File: src/rtl/bxm_pkg.sv
package bxm_pkg;
    localparam int ADDR_W   = 32;
    localparam int TAG_HI   = 31;
    localparam int TAG_MID  = 28;
    localparam int BLK_HI   = 27;
    localparam int BLK_LO   = 17;
    localparam int BLK_W    = BLK_HI - BLK_LO + 1;
    localparam int PG_HI    = 16;
    localparam int PG_LO    = 12;
    localparam int LEN_HI   = 12;
    localparam int LEN_LO   = 2;
    localparam int SIDES    = 2;

    typedef struct packed {
        logic              hit;
        logic [ADDR_W-1:0] paddr;
        logic              rd_ok;
        logic              wr_ok;
    } bxm_result_t;
endpackage

File: src/rtl/bxm_regfile.sv
module bxm_regfile
    import bxm_pkg::*;
#(
    parameter int NUM_ENT = 4,
    localparam int IDX_W  = (NUM_ENT > 1) ? $clog2(NUM_ENT) : 1
) (
    input  logic                            clk,
    input  logic                            rst_n,
    input  logic                            wr_en,
    input  logic                            wr_side,
    input  logic [IDX_W-1:0]                wr_idx,
    input  logic                            wr_upper,
    input  logic [ADDR_W-1:0]               wr_data,
    input  logic                            rd_side,
    output logic [NUM_ENT-1:0][ADDR_W-1:0]  upr_o,
    output logic [NUM_ENT-1:0][ADDR_W-1:0]  lwr_o
);
    typedef struct packed {
        logic [SIDES-1:0][NUM_ENT-1:0][ADDR_W-1:0] upr;
        logic [SIDES-1:0][NUM_ENT-1:0][ADDR_W-1:0] lwr;
    } regs_t;

    regs_t regs_d, regs_q;

    always_comb begin
        regs_d = regs_q;
        for (int s = 0; s < SIDES; s++) begin
            for (int e = 0; e < NUM_ENT; e++) begin
                if (wr_en && (int'(wr_side) == s) && (int'(wr_idx) == e)) begin
                    if (wr_upper) regs_d.upr[s][e] = wr_data;
                    else          regs_d.lwr[s][e] = wr_data;
                end
            end
        end
    end

    always_ff @(posedge clk or negedge rst_n) begin
        if (!rst_n) regs_q <= '0;
        else        regs_q <= regs_d;
    end

    assign upr_o = regs_q.upr[rd_side];
    assign lwr_o = regs_q.lwr[rd_side];
endmodule

File: src/rtl/bxm_entry_cmp.sv
module bxm_entry_cmp
    import bxm_pkg::*;
(
    input  logic [ADDR_W-1:0] ea,
    input  logic              user,
    input  logic [ADDR_W-1:0] upr,
    input  logic [ADDR_W-1:0] lwr,
    output bxm_result_t       res
);
    logic [BLK_W-1:0] len_mask;
    logic             hi_eq;
    logic             mid_eq;
    logic             priv_ok;
    logic             unused_bits;

    assign len_mask = upr[LEN_HI:LEN_LO];
    assign hi_eq    = (ea[TAG_HI:TAG_MID] == upr[TAG_HI:TAG_MID]);
    assign mid_eq   = ((ea[BLK_HI:BLK_LO] & ~len_mask) == upr[BLK_HI:BLK_LO]);
    assign priv_ok  = user ? upr[0] : upr[1];

    always_comb begin
        res.hit   = hi_eq && mid_eq && priv_ok;
        res.paddr = {lwr[TAG_HI:TAG_MID],
                     (ea[BLK_HI:BLK_LO] & len_mask) | lwr[BLK_HI:BLK_LO],
                     ea[PG_HI:PG_LO],
                     {PG_LO{1'b0}}};
        res.wr_ok = lwr[1];
        res.rd_ok = lwr[1] | lwr[0];
    end

    assign unused_bits = ^{upr[PG_HI:LEN_HI+1], lwr[PG_HI:2], ea[PG_LO-1:0]};
endmodule

File: src/rtl/bxm_prio_sel.sv
module bxm_prio_sel
    import bxm_pkg::*;
#(
    parameter int NUM_ENT = 4
) (
    input  bxm_result_t [NUM_ENT-1:0] cand,
    output bxm_result_t               win
);
    always_comb begin
        win = '0;
        for (int i = NUM_ENT - 1; i >= 0; i--) begin
            if (cand[i].hit) win = cand[i];
        end
    end
endmodule

File: src/rtl/blk_xlate_match.sv
module blk_xlate_match
    import bxm_pkg::*;
#(
    parameter int NUM_ENT = 4,
    localparam int IDX_W  = (NUM_ENT > 1) ? $clog2(NUM_ENT) : 1
) (
    input  logic              clk,
    input  logic              rst_n,
    input  logic              req_valid,
    input  logic [31:0]       req_addr,
    input  logic              req_user,
    input  logic              req_fetch,
    input  logic              wr_en,
    input  logic              wr_side,
    input  logic [IDX_W-1:0]  wr_idx,
    input  logic              wr_upper,
    input  logic [31:0]       wr_data,
    output logic              rsp_valid,
    output logic              rsp_hit,
    output logic [31:0]       rsp_paddr,
    output logic              rsp_rd_ok,
    output logic              rsp_wr_ok
);
    typedef struct packed {
        logic        valid;
        bxm_result_t res;
    } out_t;

    logic [NUM_ENT-1:0][ADDR_W-1:0] upr_sel;
    logic [NUM_ENT-1:0][ADDR_W-1:0] lwr_sel;
    bxm_result_t [NUM_ENT-1:0]      cand;
    bxm_result_t                    win;
    out_t                           out_d, out_q;

    bxm_regfile #(.NUM_ENT(NUM_ENT)) regs_i (
        .clk      (clk),
        .rst_n    (rst_n),
        .wr_en    (wr_en),
        .wr_side  (wr_side),
        .wr_idx   (wr_idx),
        .wr_upper (wr_upper),
        .wr_data  (wr_data),
        .rd_side  (req_fetch),
        .upr_o    (upr_sel),
        .lwr_o    (lwr_sel)
    );

    for (genvar g = 0; g < NUM_ENT; g++) begin : g_ent
        bxm_entry_cmp cmp_i (
            .ea   (req_addr),
            .user (req_user),
            .upr  (upr_sel[g]),
            .lwr  (lwr_sel[g]),
            .res  (cand[g])
        );
    end

    bxm_prio_sel #(.NUM_ENT(NUM_ENT)) sel_i (
        .cand (cand),
        .win  (win)
    );

    always_comb begin
        out_d       = '0;
        out_d.valid = req_valid;
        if (req_valid) out_d.res = win;
    end

    always_ff @(posedge clk or negedge rst_n) begin
        if (!rst_n) out_q <= '0;
        else        out_q <= out_d;
    end

    assign rsp_valid = out_q.valid;
    assign rsp_hit   = out_q.res.hit;
    assign rsp_paddr = out_q.res.paddr;
    assign rsp_rd_ok = out_q.res.rd_ok;
    assign rsp_wr_ok = out_q.res.wr_ok;
endmodule

File: config.mk
export PLATFORM = sky130hd
export DESIGN_NAME = blk_xlate_match
export DESIGN_NICKNAME = d
export VERILOG_FILES = /design/src/rtl/bxm_pkg.sv /design/src/rtl/bxm_regfile.sv /design/src/rtl/bxm_entry_cmp.sv /design/src/rtl/bxm_prio_sel.sv /design/src/rtl/blk_xlate_match.sv
export SDC_FILE = /design/constraint.sdc
export NUM_CORES = 1
export LEC_CHECK = 0
export BUFFER_PORTS_ARGS = -buffer_cell sky130_fd_sc_hd__buf_2
export CORE_MARGIN = 5
export CORE_UTILIZATION = 45
export CTS_CLUSTER_DIAMETER = 120
export DETAILED_ROUTE_END_ITERATION = 12
export HOLD_SLACK_MARGIN = 0.12
export PLACE_DENSITY = 0.61
export SYNTH_ARGS = -nofsm -noshare
export SYNTH_HDL_FRONTEND = slang
export SYNTH_SLANG_ARGS = --single-unit
File: constraint.sdc
create_clock -name clk -period 3.2 [get_ports clk]
set_input_delay 0.16 -clock clk [delete_from_list [all_inputs] [get_ports clk]]
set_output_delay 0.16 -clock clk [all_outputs]
set_load 0.01 [all_outputs]
# ---- After elaboration in Yosys (flattened, before gate mapping)
# Index checks and enable logic that the tools add are counted.
dict set report word_totals {
  inputBits 74
  word_cells 103
  ff_bits 548
}
dict set report classes {
  magnitude_cmp 1
  reduce_logical 35
  mux 13
  bitwise 22
  n_eq_ne 11
}
# cell count
set op_table {}
lappend op_table {{$mux W128} 4}
lappend op_table {{$mux W35} 5}
lappend op_table {{$and A11 B11 Y11} 8}
lappend op_table {{$eq A11 B11 Y1} 4}
lappend op_table {{$not A11 Y11} 4}
lappend op_table {{$or A11 B11 Y11} 4}
lappend op_table {{$reduce_and A2 Y1} 16}
lappend op_table {{$logic_and A1 B1 Y1} 18}
lappend op_table {{$eq A4 B4 Y1} 4}
lappend op_table {{$eq A2 B2 Y1 const B} 2}
lappend op_table {{$mux W1} 4}
lappend op_table {{$or A1 B1 Y1} 4}
lappend op_table {{$eq A2 B1 Y1 const B} 1}
lappend op_table {{$logic_not A2 Y1} 1}
lappend op_table {{$lt A1 B2 Y1 const B} 1}
lappend op_table {{$not A1 Y1} 2}

# ---- Longest topological paths before layout
dict set report depth {
  depth_word 12
  mapped_depth 13
  depth_no_buf 7
}

# ---- By module
# Synthesis repeated with hierarchy kept, for this count alone.
dict set report unflattened {
  hier_cells 1894
  area_unflattened_um2 26945.8
}
# module cells_each instances seq_area_each_um2 area_each_um2
set modules_own_cells {}
lappend modules_own_cells {bxm_regfile 1420 1 12812.3 22271.4}
lappend modules_own_cells {bxm_entry_cmp 68 4 0.0 540.5}
lappend modules_own_cells {bxm_prio_sel 128 1 0.0 1333.8}
lappend modules_own_cells {blk_xlate_match 74 1 900.9 1178.6}

# ---- Worst setup path after synthesis
# OpenSTA, ideal clock, no wires.
dict set report synth_path {
  kind {register to register}
  startpoint {reg regs_i.regs_q[292]}
  endpoint {reg out_q, in the netlist rsp_paddr[25]}
  path_stages_with_launch 9
  t_required_ns 3.077
  setup_slack_ns 0.688
  arrival_time_ns 2.389
  cell_sequence {dfrtp_1 nand2b_1 a221oi_2 nand4_1 a2111oi_4 a211oi_4 buf_6 a221o_1 o221a_1}
}
# element line
set synth_lines {}
lappend synth_lines {{start, declared} bxm_regfile.sv:23} ;# regs_t regs_d, regs_q;
lappend synth_lines {{start signal, assigned} bxm_regfile.sv:39} ;# else regs_q <= regs_d;
lappend synth_lines {{end signal, assigned} blk_xlate_match.sv:71} ;# else out_q <= out_d;
lappend synth_lines {{end, declared} blk_xlate_match.sv:33} ;# out_t out_d, out_q;

==> impl_metrics.ini <==
[route]
drtAntennaViolNets = 0
post-route-drc-count = 0
vias = 12900
drt_iter0_markers = 1062
firstDrtPassIters = 5
wl_mm = 55.9
viasPerCell = 5.99
wl_per_cell_um = 26.0

[logic_synthesis]
synth-edff-count = 0
syn-instance-count = 1449
synth_cell_types = 56
synthTopCellsByArea = dfrtp_1 (53%), mux2_2 (23%), a21oi_1 (2.9%), a211oi_1 (1.9%), nand2b_1 (1.7%)
synth_sequential_area_ratio_pct = 52.6
avgSynthCellArea_um2 = 12.6
yosys_warnings = 0
ys.flop_type = dfrtp_1
synth.top_cell.area_share_pct = 52.6
synth_top_area_cell = dfrtp_1
synth_seq_cells = 384
async_flop_share_pct = 100
syn-cell-area_mm2 = 0.0183

[setup_path]
path_delay_family = compound AO/OA/AOI/OAI gates
cp_common_cell = buf_4
worstPathMaxFanout = 8
end_kind = register
cp.required_ns = 3.70
crit_slowest_cell = a2111oi_1
cpPeakStageDelay_ns = 0.61
worst_setup_path_start_kind = register
setup.worst_path.class = register to register
path_buf_inv = 2
worstPathCellList = nand2b_1 -> a221oi_1 -> nand4_1 -> a2111oi_4 -> buf_4 -> a2111oi_0 -> a2111oi_1 -> buf_4 -> o21a_1
worstPathArrival_ns = 3.48

[cells_and_area]
area_growth_pct = 17.2
layout.nets = 1663
drive_gt1_share_pct = 39.5
n_antenna_cell = 0
final_util_pct = 53.7

[power]
ir_drop_uv = 479
p_leak_uw = 0.00913
p_per_area_mw_per_mm2 = 686
power_uw = 14700

[status]
status = finished, final reports clean

[floorplan]
die_h_um = 212
fp.dieArea_mm2 = 0.0447
ioPinCount = 110
fp.dieW_um = 212
num_rows = 73
initial_core_util_pct = 45.8
coreArea_mm2 = 0.0399

[timing]
fmax_mhz = 336
tns_ns = 0
rsz0062_at_grt = false
clock_skew_ns = 0.0123
report.final.slew_viol_count = 0
worst_slack_ns = 0.220
relSlewSlack_pct = 37.8
hold_viol = 0
fin_crit_sh_pct = 93.1
setup_viol = 0
fin_crit_ns = 2.98
worstMarginPinSlew_ns = 0.933

[clocking]
root_buffer = clkbuf_16
clk_latency_ns = 0.56
clk_pin_slew_ns = 0.06
cts_max_level = 2
numClockSinks = 384
cts_tree = yes
cts_made_buffers = 43
cts_buffer_depth = 3

[placed_design]
gp_congestion = 0.904
pre_cts_ws_ns = -0.153
hpwl_mm = 38.3
port-buffer-count = 81

[global_routing]
grt_max_degree = 102
antenna_found_initial = 0
grt_overflow_total = 0
grt_pass1_wl_mm = 83.3
grt_pass1_vias = 12800
grt_usage_pct = 24.7

[job]
maxCapViolations = 0

[min_path]
hold_class = input pin to async pin
[power by group]
part           internal [uW]  total, uW  switching, uW
logic                   1400       2690           1290
registers               5920       6730            804
clock network           3270       5270           2010
[cell families after synthesis]
kind of cell	Yosys count	synth area share (%)
mux	403	24.7
xor+xnor	19	0.911
buf+inv	122	3.32
compound gates	313	11.8
other cells	1	0.0205
simple gates	207	6.65
flops	384	52.6
[per-layer routing]
| metal | GRT usage, % | share of wire, % | up-vias |
|---|---|---|---|
| met3 | 5.76 | 6.7 | 102 |
| met2 | 37.4 | 45 | 417 |
| met1 | 35.6 | 45 | 6658 |
| met5 | 0 | 0 | - |
| met4 | 7.46 | 3.3 | 0 |
| li1 | - | - | 5690 |
[worst register-to-register path, stage by stage (launching register included)]
cell,delay (ns)
dfrtp_1,0.41
nand2b_1,0.16
a221oi_1,0.52
nand4_1,0.22
a2111oi_4,0.33
buf_4,0.24
a2111oi_0,0.13
a2111oi_1,0.61
buf_4,0.22
o21a_1,0.10
[timing repair]
action,in CTS,in global routing
gates resized for setup,0,1
hold endpoints to repair,542,0
hold buffers,28,0
setup buffers,0,2
endpoints found under the setup margin,0,10
[worst paths after layout]
check,startpoint,endpoint,slack [ns],cells past startpoint
hold / removal,rst_n,regs_i.regs_q[289],0.14,2
setup / recovery,regs_i.regs_q[420],rsp_rd_ok,0.22,9
max in group asynchronous,rst_n,regs_i.regs_q[60],2.09,3
hold reg to reg,regs_i.regs_q[190],regs_i.regs_q[190],0.50,1
min in group clk,wr_data[22],regs_i.regs_q[54],0.14,2
setup reg to reg,regs_i.regs_q[420],rsp_rd_ok,0.22,9
[cell type report]
type | count | area, um^2
Tap cell | 525 | 657
Multi-Input combinational cell | 954 | 8150
Timing Repair Buffer | 195 | 1440
Sequential cell | 384 | 9610
Inverter | 11 | 41.3
Clock inverter | 13 | 195
Fill cell | 3389 | 18500
Clock buffer | 65 | 1330
[Yosys cell counts (17+ instances only)]
| cell type | count |
|---|---|
| mux2_2 | 377 |
| nand2b_1 | 49 |
| nor2_1 | 29 |
| o21ai_0 | 59 |
| buf_2 | 17 |
| a211oi_1 | 46 |
| nor3_1 | 51 |
| nor3b_1 | 30 |
| mux2i_1 | 26 |
| a21oi_1 | 105 |
| clkbuf_1 | 62 |
| dfrtp_1 | 384 |
[state kept, by name, indices dropped and copies added (netlist names)]
name / cells
rsp_paddr: 20
rsp_hit: 1
rsp_wr_ok: 1
rsp_valid: 1
rsp_rd_ok: 1
regs_i.regs_q: 360
[cell usage in the layout (no fill, tap or decap), types with 7 or more instances in the layout]
cell	Yosys	routed
mux2i_1	26	26
xor2_1	14	14
nand4_1	15	15
nor3b_1	30	30
buf_12	0	7
a21oi_1	105	105
a22oi_1	8	8
dfrtp_1	384	384
buf_4	14	79
nor2_1	29	20
nor3_1	51	51
buf_2	17	79
o21ai_1	7	7
inv_1	10	10
mux2_2	377	377
a221o_1	14	14
o2111ai_1	10	10
conb_1	1	12
clkbuf_8	0	14
clkbuf_16	0	45
a221oi_1	8	8
o221a_1	14	14
dlygate4sd3_1	0	28
o211ai_1	11	11
nand2b_1	49	49
o21ai_0	59	59
a211oi_1	46	46
clkbuf_1	62	7
[per-stage QoR]
stage / hold slack, ns / instances / area, um^2
after floorplan: -0.136 / 1460 / 18300
after global placement: 0.144 / 2039 / 19600
after detailed placement: 0.149 / 2039 / 19600
after CTS: 0.122 / 2145 / 21400
after global routing: 0.141 / 2147 / 21400
final: 0.135 / 2147 / 21400
(Power assumes the default switching activity.)
